### src/rtl/muldiv_pkg.sv
// Shared encodings for the multiply/divide unit.
// Assumes a 6-bit function field, as used by the core's decoder.
package muldiv_pkg;
    localparam logic [5:0] FN_RD_HI   = 6'h10;
    localparam logic [5:0] FN_WR_HI   = 6'h11;
    localparam logic [5:0] FN_RD_LO   = 6'h12;
    localparam logic [5:0] FN_WR_LO   = 6'h13;
    localparam logic [5:0] FN_MUL_S   = 6'h18;
    localparam logic [5:0] FN_MUL_U   = 6'h19;
    localparam logic [5:0] FN_DIV_S   = 6'h1a;
    localparam logic [5:0] FN_DIV_U   = 6'h1b;

    typedef enum logic [1:0] {
        ST_IDLE,
        ST_SETUP,
        ST_ITER
    } mdu_state_e;

    typedef struct packed {
        logic is_div;
        logic is_signed;
    } mdu_op_t;
endpackage

### src/rtl/mdu_prep.sv
// Operand conditioning: turns each raw operand into a sign flag and an
// unsigned magnitude. Assumes two's complement; the magnitude of the most
// negative value, 2^(W-1), still fits in W unsigned bits.
module mdu_prep #(
    parameter int W = 32
) (
    input  logic [W-1:0] opa,
    input  logic [W-1:0] opb,
    input  logic         is_signed,
    output logic [W-1:0] mag_a,
    output logic [W-1:0] mag_b,
    output logic         neg_a,
    output logic         neg_b
);
    logic [W-1:0] raw [2];
    logic [W-1:0] mag [2];
    logic [1:0]   neg;

    assign raw[0] = opa;
    assign raw[1] = opb;

    // The same sign/magnitude conversion, once for each operand.
    for (genvar i = 0; i < 2; i++) begin : g_opnd
        always_comb begin
            neg[i] = is_signed & raw[i][W-1];
            mag[i] = neg[i] ? (~raw[i] + 1'b1) : raw[i];
        end
    end

    assign mag_a = mag[0];
    assign mag_b = mag[1];
    assign neg_a = neg[0];
    assign neg_b = neg[1];
endmodule

### src/rtl/mdu_mul_step.sv
// One radix-2 shift-add step of an unsigned multiply.
// The work word holds {partial product high half, remaining multiplier bits}.
// Bit 0 decides whether the multiplicand is added, then the word shifts right.
module mdu_mul_step #(
    parameter int W = 32
) (
    input  logic [2*W-1:0] work_in,
    input  logic [W-1:0]   mcand,
    output logic [2*W-1:0] work_out
);
    logic [W:0] sum;

    // Add the multiplicand when bit 0 is set, then shift right by one.
    always_comb begin
        sum      = {1'b0, work_in[2*W-1:W]} + (work_in[0] ? {1'b0, mcand} : '0);
        work_out = {sum, work_in[W-1:1]};
    end
endmodule

### src/rtl/mdu_div_step.sv
// One restoring-division step on unsigned magnitudes.
// The work word holds {partial remainder, dividend bits still to enter / quotient}.
// A zero divisor always subtracts successfully, so the quotient fills with ones.
module mdu_div_step #(
    parameter int W = 32
) (
    input  logic [2*W-1:0] work_in,
    input  logic [W-1:0]   dvsr,
    output logic [2*W-1:0] work_out
);
    logic [W:0] shifted;
    logic [W:0] diff;

    // Shift in the next dividend bit and try to subtract the divisor.
    always_comb begin
        shifted = {work_in[2*W-1:W], work_in[W-1]};
        diff    = shifted - {1'b0, dvsr};
        if (!diff[W]) begin
            work_out = {diff[W-1:0], work_in[W-2:0], 1'b1};
        end else begin
            work_out = {shifted[W-1:0], work_in[W-2:0], 1'b0};
        end
    end
endmodule

### src/rtl/mdu_finish.sv
// Result formation: applies the signs to the unsigned result and handles the
// zero divisor. Assumes work holds the magnitude result after the last step:
// the full product for a multiply, {remainder, quotient} for a divide.
module mdu_finish #(
    parameter int W = 32
) (
    input  logic [2*W-1:0] work,
    input  logic           is_div,
    input  logic           neg_a,
    input  logic           neg_b,
    input  logic           div_zero,
    input  logic [W-1:0]   dividend,
    output logic [W-1:0]   res_hi,
    output logic [W-1:0]   res_lo
);
    logic [2*W-1:0] prod;
    logic [W-1:0]   quo;
    logic [W-1:0]   rem;

    // Pick the signed multiply or divide result, with the zero-divisor case first.
    always_comb begin
        prod = (neg_a ^ neg_b) ? (~work + 1'b1) : work;
        quo  = (neg_a ^ neg_b) ? (~work[W-1:0] + 1'b1) : work[W-1:0];
        rem  = neg_a ? (~work[2*W-1:W] + 1'b1) : work[2*W-1:W];
        if (!is_div) begin
            res_hi = prod[2*W-1:W];
            res_lo = prod[W-1:0];
        end else if (div_zero) begin
            res_hi = dividend;
            res_lo = '1;
        end else begin
            res_hi = rem;
            res_lo = quo;
        end
    end
endmodule

### src/rtl/muldiv_unit.sv
// Multiply/divide unit with HI/LO result registers.
// Accepts one command per cycle while idle. A multiply or divide spends one
// setup cycle plus W step cycles, then writes HI and LO together. Reads and
// writes of HI/LO take effect at once while idle; every command is held off
// (cmd_ready low) while an operation is in progress.
module muldiv_unit #(
    parameter int W = 32
) (
    input  logic         clk,
    input  logic         rst_n,
    input  logic         cmd_valid,
    input  logic [5:0]   cmd_func,
    input  logic [W-1:0] cmd_rs,
    input  logic [W-1:0] cmd_rt,
    output logic         cmd_ready,
    output logic         busy,
    output logic         rd_valid,
    output logic [W-1:0] rd_data
);
    import muldiv_pkg::*;

    localparam int CNT_W = $clog2(W);
    localparam logic [CNT_W-1:0] LAST_STEP = CNT_W'(W - 1);

    mdu_state_e     state_q;
    mdu_op_t        op_q;
    logic [W-1:0]   a_q, b_q, opnd_q;
    logic           neg_a_q, neg_b_q, div_zero_q;
    logic [2*W-1:0] work_q;
    logic [CNT_W-1:0] step_q;
    logic [W-1:0]   hi_q, lo_q;

    logic           accept, is_start, is_rd, is_wr_hi, is_wr_lo;
    logic [W-1:0]   mag_a, mag_b;
    logic           neg_a, neg_b;
    logic [2*W-1:0] mul_next, div_next, step_next;
    logic [W-1:0]   fin_hi, fin_lo;

    // Command decode and handshake.
    always_comb begin
        is_start = (cmd_func == FN_MUL_S) || (cmd_func == FN_MUL_U) ||
                   (cmd_func == FN_DIV_S) || (cmd_func == FN_DIV_U);
        is_rd    = (cmd_func == FN_RD_HI) || (cmd_func == FN_RD_LO);
        is_wr_hi = (cmd_func == FN_WR_HI);
        is_wr_lo = (cmd_func == FN_WR_LO);
        busy     = (state_q != ST_IDLE);
        cmd_ready = !busy;
        accept   = cmd_valid && cmd_ready;
        rd_valid = accept && is_rd;
        rd_data  = (cmd_func == FN_RD_HI) ? hi_q : lo_q;
    end

    mdu_prep #(.W(W)) u_prep (
        .opa       (a_q),
        .opb       (b_q),
        .is_signed (op_q.is_signed),
        .mag_a     (mag_a),
        .mag_b     (mag_b),
        .neg_a     (neg_a),
        .neg_b     (neg_b)
    );

    mdu_mul_step #(.W(W)) u_mul (
        .work_in  (work_q),
        .mcand    (opnd_q),
        .work_out (mul_next)
    );

    mdu_div_step #(.W(W)) u_div (
        .work_in  (work_q),
        .dvsr     (opnd_q),
        .work_out (div_next)
    );

    assign step_next = op_q.is_div ? div_next : mul_next;

    mdu_finish #(.W(W)) u_fin (
        .work     (step_next),
        .is_div   (op_q.is_div),
        .neg_a    (neg_a_q),
        .neg_b    (neg_b_q),
        .div_zero (div_zero_q),
        .dividend (a_q),
        .res_hi   (fin_hi),
        .res_lo   (fin_lo)
    );

    // Sequencer: latch the command, set up the operands, step, then write back.
    always_ff @(posedge clk) begin
        if (!rst_n) begin
            state_q    <= ST_IDLE;
            op_q       <= '0;
            a_q        <= '0;
            b_q        <= '0;
            opnd_q     <= '0;
            neg_a_q    <= 1'b0;
            neg_b_q    <= 1'b0;
            div_zero_q <= 1'b0;
            work_q     <= '0;
            step_q     <= '0;
            hi_q       <= '0;
            lo_q       <= '0;
        end else begin
            case (state_q)
                ST_IDLE: begin
                    if (accept && is_start) begin
                        op_q.is_div    <= cmd_func[1];
                        op_q.is_signed <= !cmd_func[0];
                        a_q            <= cmd_rs;
                        b_q            <= cmd_rt;
                        state_q        <= ST_SETUP;
                    end else if (accept && is_wr_hi) begin
                        hi_q <= cmd_rs;
                    end else if (accept && is_wr_lo) begin
                        lo_q <= cmd_rs;
                    end
                end
                ST_SETUP: begin
                    work_q     <= {{W{1'b0}}, (op_q.is_div ? mag_a : mag_b)};
                    opnd_q     <= op_q.is_div ? mag_b : mag_a;
                    neg_a_q    <= neg_a;
                    neg_b_q    <= neg_b;
                    div_zero_q <= (b_q == '0);
                    step_q     <= '0;
                    state_q    <= ST_ITER;
                end
                ST_ITER: begin
                    work_q <= step_next;
                    step_q <= step_q + 1'b1;
                    if (step_q == LAST_STEP) begin
                        hi_q    <= fin_hi;
                        lo_q    <= fin_lo;
                        state_q <= ST_IDLE;
                    end
                end
                default: state_q <= ST_IDLE;
            endcase
        end
    end
endmodule

### config.mk
export PLATFORM = sky130hd
export DESIGN_NAME = muldiv_unit
export DESIGN_NICKNAME = d
export VERILOG_FILES = /design/src/rtl/muldiv_pkg.sv /design/src/rtl/mdu_prep.sv /design/src/rtl/mdu_mul_step.sv /design/src/rtl/mdu_div_step.sv /design/src/rtl/mdu_finish.sv /design/src/rtl/muldiv_unit.sv
export SDC_FILE = /design/constraint.sdc
export NUM_CORES = 1
export LEC_CHECK = 0
export BUFFER_PORTS_ARGS = -buffer_cell sky130_fd_sc_hd__buf_2
export CAP_MARGIN = 20
export CELL_PAD_IN_SITES_DETAIL_PLACEMENT = 1
export CELL_PAD_IN_SITES_GLOBAL_PLACEMENT = 2
export CORE_MARGIN = 1
export CORE_UTILIZATION = 43
export CTS_BUF_LIST = sky130_fd_sc_hd__clkbuf_8
export CTS_CLUSTER_DIAMETER = 200
export DETAILED_ROUTE_END_ITERATION = 7
export PLACE_DENSITY_LB_ADDON = 0.05
export SLEW_MARGIN = 20
export SYNTH_ARGS = -nofsm -noshare
export SYNTH_HDL_FRONTEND = slang
export SYNTH_HIERARCHICAL = 1
export SYNTH_SLANG_ARGS = --single-unit
### constraint.sdc
create_clock -name clk -period 9.15 [get_ports clk]
set_clock_uncertainty 0.2 [all_clocks]
set_input_delay 2.745 -clock clk [delete_from_list [all_inputs] [get_ports clk]]
set_output_delay 2.745 -clock clk [all_outputs]
set_load 0.05 [all_outputs]
==> out/metrics.csv, run 1 <==
metric;value;unit
status;complete, no violations;
busiest_layer;met2;
clockBufferDepth;3;
grt_start_max_net_pins;121;
post_cts_resized;0;
grt_pass1_wl;121000;um
tightest_slew;1.13;ns
drt_first_pass_iters;5;
cts_made_buffers;46;
regToRegSetupSlack;1.82;ns
antenna_found_initial;2;
arrival;5.03;ns
via_per_inst;6.09;
dp_hpwl;59700;um
root_buffer;clkbuf_8;
power.density;193;nW/um2
synth_nets;2675;
drive_gt1_share;17.1;%
grt_use_met1;42.1;%
cts.sinks;236;
area_delta_synth_final;5.56;%
coreArea;49000;um2
worstSetupEndpointType;output port;
grtUsageMet2;50.3;%
syn_area;21400;um2
p_leak;10.1;nW
synthFlopType;dfxtp_1;
grt_pass1_vias;19500;
hold_class;register to register;
clk_pin_slew;0.06;ns
nNetsFinal;2611;
slew_viol_final;0;
synth_cell_types;108;
relSlewSlack;24.7;%
gp_congestion;0.932;
cts_tree;yes;
fin_crit_sh;87.1;%
wire_per_inst;24.9;um
start_util;43.6;%
avgSynthCellArea;8.46;um2
syn_inst;2525;
rsz0062_at_grt;no;
setup_violations;0;
drt_iter0_markers;1226;
cts_max_level;2;
met3_usage;4.58;%
cap_violations;0;
finalPower;0.00436;W
ioPinCount;108;
required;6.21;ns
ctsHoldBuffers;0;
synth_edf_count;0;
ant_nets;0;
critPathMaxFanout;32;
critPathLaunchType;primary input;
fin_hold_ws;0.299;ns
clk_latency;0.64;ns
ys_seq_elements;236;
async_flop_share;0;%
ys_seq_area_share;22.1;%
timing.setup.tns;0;ns
crit_type;primary input to output port;
portBuffers;107;
drt-total-wl;78800;um
grt_overflow_total;0;
via_count;19200;
max-vdd-ir-drop;0.198;mV
dieWidth;225;um
cts_setup_buffers;0;
drc;0;
die-area;50600;um2
min_period;7.97;ns
timing.fmax;0.125;GHz
yosys_warnings;6;
finalHoldViolations;0;
rows;81;
dieHeight;225;um
grtUsageTotal;31.1;%
## critical path, cell delays in order
cell and delay (ns):
buf_2 0.11, or4b_4 0.57, or3_2 0.88, mux2_4 0.47, buf_2 0.22
## stage by stage
stage	area (um2)	instances	setup WS, ns	util, %
2_1_floorplan	21400	2525	1.76	-
3_3_place_gp	21700	3077	1.24	44.2
3_5_place_dp	21700	3077	1.18	44.2
4_1_cts	22500	3156	1.17	46.1
5_1_grt	22500	3157	1.13	46.1
6_report	22600	3158	1.18	46.1
## cell families (layout without fill, tap and decap cells)
logic type,count (synthesis),after routing,synth area share [%]
xor gates and xnor gates,177,177,7.26
muxes,305,305,17.8
DFF,236,236,22.1
adders and majority gates,77,77,4.58
and+or+nand+nor,820,820,19.8
buffers and inverters,309,276,7.43
other,0,2,0
AOI/OAI and AO/OA,601,601,21.0
## power by group
group          switching (W)  total, W  internal [W]
logic                0.00118   0.00196      0.000786
clock network       0.000510   0.00108      0.000567
registers           0.000142   0.00132       0.00118
## state kept, by name, summed over array words and instances (netlist names)
register,count
op_q,2
work_q,64
lo_q,32
opnd_q,32
state_q,2
neg_b_q,1
a_q,32
hi_q,32
neg_a_q,1
div_zero_q,1
b_q,32
step_q,5
## synthesized netlist by cell type, types with 8 or more instances
master    count  area share, %
a211oi_1     10           0.35
a21boi_0     93            3.3
a21boi_1     13           0.46
a21o_1       40            1.4
a21oi_1      94            2.2
a31oi_1      30           0.88
and2_1       39            1.1
and3_1        9           0.26
buf_1        14           0.25
buf_2        36           0.84
buf_4        71            2.5
clkbuf_1    114            2.0
dfxtp_1     236             22
ha_1         75            4.4
inv_1        61            1.1
mux2_2       71            3.7
mux2_4       49            3.4
mux2i_1     149            7.0
mux4_2       32            3.4
nand2_1     287            5.0
nand2b_1     45            1.3
nand3_1     140            3.3
nand4_1      15           0.44
nor2_1       74            1.3
nor2b_1      44            1.3
nor3_1       38           0.89
nor4_1       35            1.0
o211a_1      99            4.6
o211ai_1      9           0.32
o21a_1       15           0.53
o21ai_0      66            1.5
o21ai_1      11           0.26
o21bai_1      8           0.28
o22ai_1      11           0.32
o31ai_1      31            1.1
o41ai_1      12           0.49
or3_1        22           0.64
or4_1        12           0.42
xnor2_1     105            4.3
xor2_1       72            3.0
## layout by cell type (no fill, tap or decap), types with 8 or more instances in the layout
master / Yosys / layout
o21a_1: 15 / 15
mux4_2: 32 / 32
dfxtp_1: 236 / 235
o21bai_1: 8 / 8
nor2b_1: 44 / 44
o21ai_1: 11 / 11
a21boi_0: 93 / 93
a21boi_1: 13 / 13
o211ai_1: 9 / 9
and3_1: 9 / 9
ha_1: 75 / 72
mux2_2: 71 / 71
and2_1: 39 / 39
o41ai_1: 12 / 12
o21ai_0: 66 / 66
nor2_1: 74 / 74
mux2_4: 49 / 49
a211oi_1: 10 / 10
buf_2: 36 / 106
o22ai_1: 11 / 11
buf_4: 71 / 27
o211a_1: 99 / 99
nand4_1: 15 / 15
or4_1: 12 / 12
a21o_1: 40 / 40
xnor2_1: 105 / 104
o31ai_1: 31 / 31
nand2b_1: 45 / 45
a31oi_1: 30 / 30
nand2_1: 287 / 287
mux2i_1: 149 / 149
or3_1: 22 / 20
nor3_1: 38 / 37
nor4_1: 35 / 35
inv_1: 61 / 75
xor2_1: 72 / 71
a21oi_1: 94 / 94
nand3_1: 140 / 140
clkbuf_8: 0 / 58
## area by class of cell
type | count | area (um2)
fill | 5779 | 26400
clock inverter | 21 | 96.3
timing repair buffer | 134 | 744
clock buffer | 58 | 798
multi-input combinational | 1980 | 15100
inverter | 63 | 244
antenna | 2 | 5.00
tap | 664 | 831
sequential | 236 | 4730
## routing by layer
layer  share of wire [%]  up-vias
met5               0.010        -
met4                 3.1        2
met2                  46      540
met3                 5.4      128
li1                    -     9024
met1                  46     9536
## final timing paths
path                             startpoint          end  cells past startpoint
worst max-delay path            cmd_func[3]  rd_data[24]                      5
worst min register to register      lo_q[1]      lo_q[1]                      1
worst min-delay path                lo_q[1]      lo_q[1]                      1
worst max register to register   work_q[31]     hi_q[21]                     23
No activity file was read; power rests on OpenSTA's default activity.
==> run 2: changes to the inputs <==
Settings changed: ABC_AREA set to 1, CORE_UTILIZATION 43 to 36.
==> run 2 against run 1 <==
Effect of this change:
- utilization down 7.4 points
- area after synthesis grew 10%
- critical endpoint is now rd_data[17]
- first-iteration DRC count increased by 56%
- critical path depth is 2 higher
- fmax grew 14%
- sequential share of layout area is 2.0 points lower
==> out/metrics.csv, run 2 <==
metric;value;unit;change
rsz0062_at_grt;no;;
via_per_inst;5.18;;-15%
max-vdd-ir-drop;0.352;mV;+78%
worst_slack;2.13;ns;+0.950 ns
dieHeight;258;um;+15%
final_common_cell;nand2_1;;
rows;93;;+15%
drc;0;;unchanged
nNetsFinal;4376;;+68%
root_buffer;clkbuf_8;;
critPathMaxFanout;32;;unchanged
largest_register_ffs;64;;unchanged
yosys_warnings;6;;unchanged
drive_gt1_share;7.72;%;-9.3 points
final_cell_mix;nand2_1, inv_1, nor2_1, a21oi_1, nand3_1;;
cts_made_buffers;47;;+2.2%
synth.most_common_cell;nand2_1;;
dp_slack;2.12;ns;+0.940 ns
top_register;work_q;;
cap_violations;0;;unchanged
clockBufferDepth;3;;unchanged
synth_edf_count;0;;unchanged
synth_nets;4435;;+66%
finalHoldViolations;0;;unchanged
post_cts_resized;0;;unchanged
synthTopCellsByArea;nand2_1, dfxtp_1, inv_1, nor2_1, a21oi_1;;
cts_tree;yes;;
status;complete, no violations;;
portBuffers;107;;unchanged
gp_congestion;0.949;;+1.8%
finalPower;0.00573;W;+31%
grt_pass1_wl;155000;um;+29%
setup_violations;0;;unchanged
r2r-start;work_q[31];;
antenna_found_initial;2;;unchanged
clk_latency;0.69;ns;+0.05 ns
cts.sinks;236;;unchanged
wire_per_inst;19.9;um;-20%
synth_cell_types;48;;-56%
critPathLaunchType;primary input;;
required;6.21;ns;about the same
power.density;230;nW/um2;+19%
syn_area;23600;um2;+10%
avgSynthCellArea;5.50;um2;-35%
grt_overflow_total;0;;unchanged
async_flop_share;0;%;unchanged
area_delta_synth_final;5.90;%;
drt-total-wl;102000;um;+29%
slew_viol_final;0;;unchanged
die-area;66500;um2;+31%
synthFlopType;dfxtp_1;;
syn_inst;4285;;+70%
via_count;26500;;+38%
dieWidth;258;um;+15%
grt_start_max_net_pins;94;;-22%
synth_top_area_share;23.9;%;+1.8 points
ys_seq_area_share;20.0;%;-2.1 points
cts_setup_buffers;0;;unchanged
grt_pass1_vias;25800;;+32%
clk_pin_slew;0.05;ns;about the same
ioPinCount;108;;unchanged
holdCritStartpoint;step_q[4];;
fin_hold_ws;0.271;ns;-0.0288 ns
hold_class;register to register;;
p_leak;14.2;nW;+40%
cts_max_level;2;;unchanged
drt_iter0_markers;1912;;+56%
timing.setup.tns;0;ns;unchanged
grtUsageTotal;30.3;%;-0.75 points
fin_crit_sh;76.8;%;-10 points
ys_seq_elements;236;;unchanged
ctsHoldBuffers;0;;unchanged
arrival;4.08;ns;-0.95 ns
ant_nets;0;;unchanged
worstSetupEndpointType;output port;;
startpoint;cmd_func[4];;
crit_type;primary input to output port;;
synthTopCellsByCount;nand2_1, inv_1, nor2_1, a21oi_1, nand3_1;;
start_util;36.5;%;-7.2 points
timing.fmax;0.142;GHz;+14%
synth_area_leader_cell;nand2_1;;
tightest_slew;1.14;ns;+0.0104 ns
drt_first_pass_iters;5;;unchanged
coreArea;64600;um2;+32%
dp_hpwl;81000;um;+36%
min_period;7.02;ns;-0.950 ns
relSlewSlack;24.1;%;-0.69 points
==> run 2: cell count changes after synthesis, moves of 99 or more <==
cell / delta
a21oi_1: +210
inv_1: +485
o211a_1: -99
o21ai_0: +122
mux2i_1: -149
nor2_1: +454
nand2_1: +1212
nand3_1: +149
==> run 2: through the flow <==
step	area, um2	util, %	instances
2_1_floorplan	23600	-	4285
4_1_cts	25000	38.6	5115
3_3_place_gp	24000	37.1	5032
3_5_place_dp	24000	37.1	5032
5_1_grt	25000	38.6	5116
6_report	25000	38.6	5116
==> run 2: power breakdown <==
group | total (W) | leakage [nW] | switching, W | internal (W)
Clock | 0.00115 | 0.565 | 0.000534 | 0.000616
Sequential | 0.00140 | 1.92 | 0.000193 | 0.00120
Combinational | 0.00319 | 11.7 | 0.00233 | 0.000857
Total | 0.00573 | 14.2 | 0.00305 | 0.00268
==> run 2: kinds of logic after synthesis <==
group / Yosys count / synth area share, %
xor+xnor: 62 / 2.30
mux: 32 / 1.53
simple gates: 2473 / 43.0
fa+ha+maj: 77 / 4.15
buf+inv: 795 / 14.7
compound gates: 610 / 14.3
flops: 236 / 20.0
==> run 2: worst paths after layout <==
path / end / slack [ns] / depth (start not counted)
max: rd_data[17] / 2.13 / 7
min reg2reg: step_q[4] / 0.27 / 2
min: step_q[4] / 0.27 / 2
max reg2reg: hi_q[12] / 3.54 / 30
==> run 2: final cells by class <==
class	count	area (um2)
Timing Repair Buffer	126	684
Antenna cell	1	2.50
Sequential cell	236	4730
Fill cell	9128	39600
Tap cell	855	1070
Inverter	561	2110
Clock inverter	27	201
Multi-Input combinational cell	3254	15400
Clock buffer	56	771
==> run 2: critical path, stage by stage <==
cell and delay, ns:
buf_2 0.09, inv_1 0.08, nor2_4 0.06, nand3_1 0.07, buf_4 0.38, mux2_2 0.39
buf_2 0.21
==> run 2: routing by layer <==
layer  share of wire (%)  GRT usage [%]  routed length, um  vias to the layer above
met5               0.013              0                 13                        -
met4                 2.5           7.92               2500                        2
met3                 4.8           3.15               4860                      116
met2                  46           50.3              46600                      571
met1                  47           41.6              47900                    12600
li1                    -              -                  -                    13300
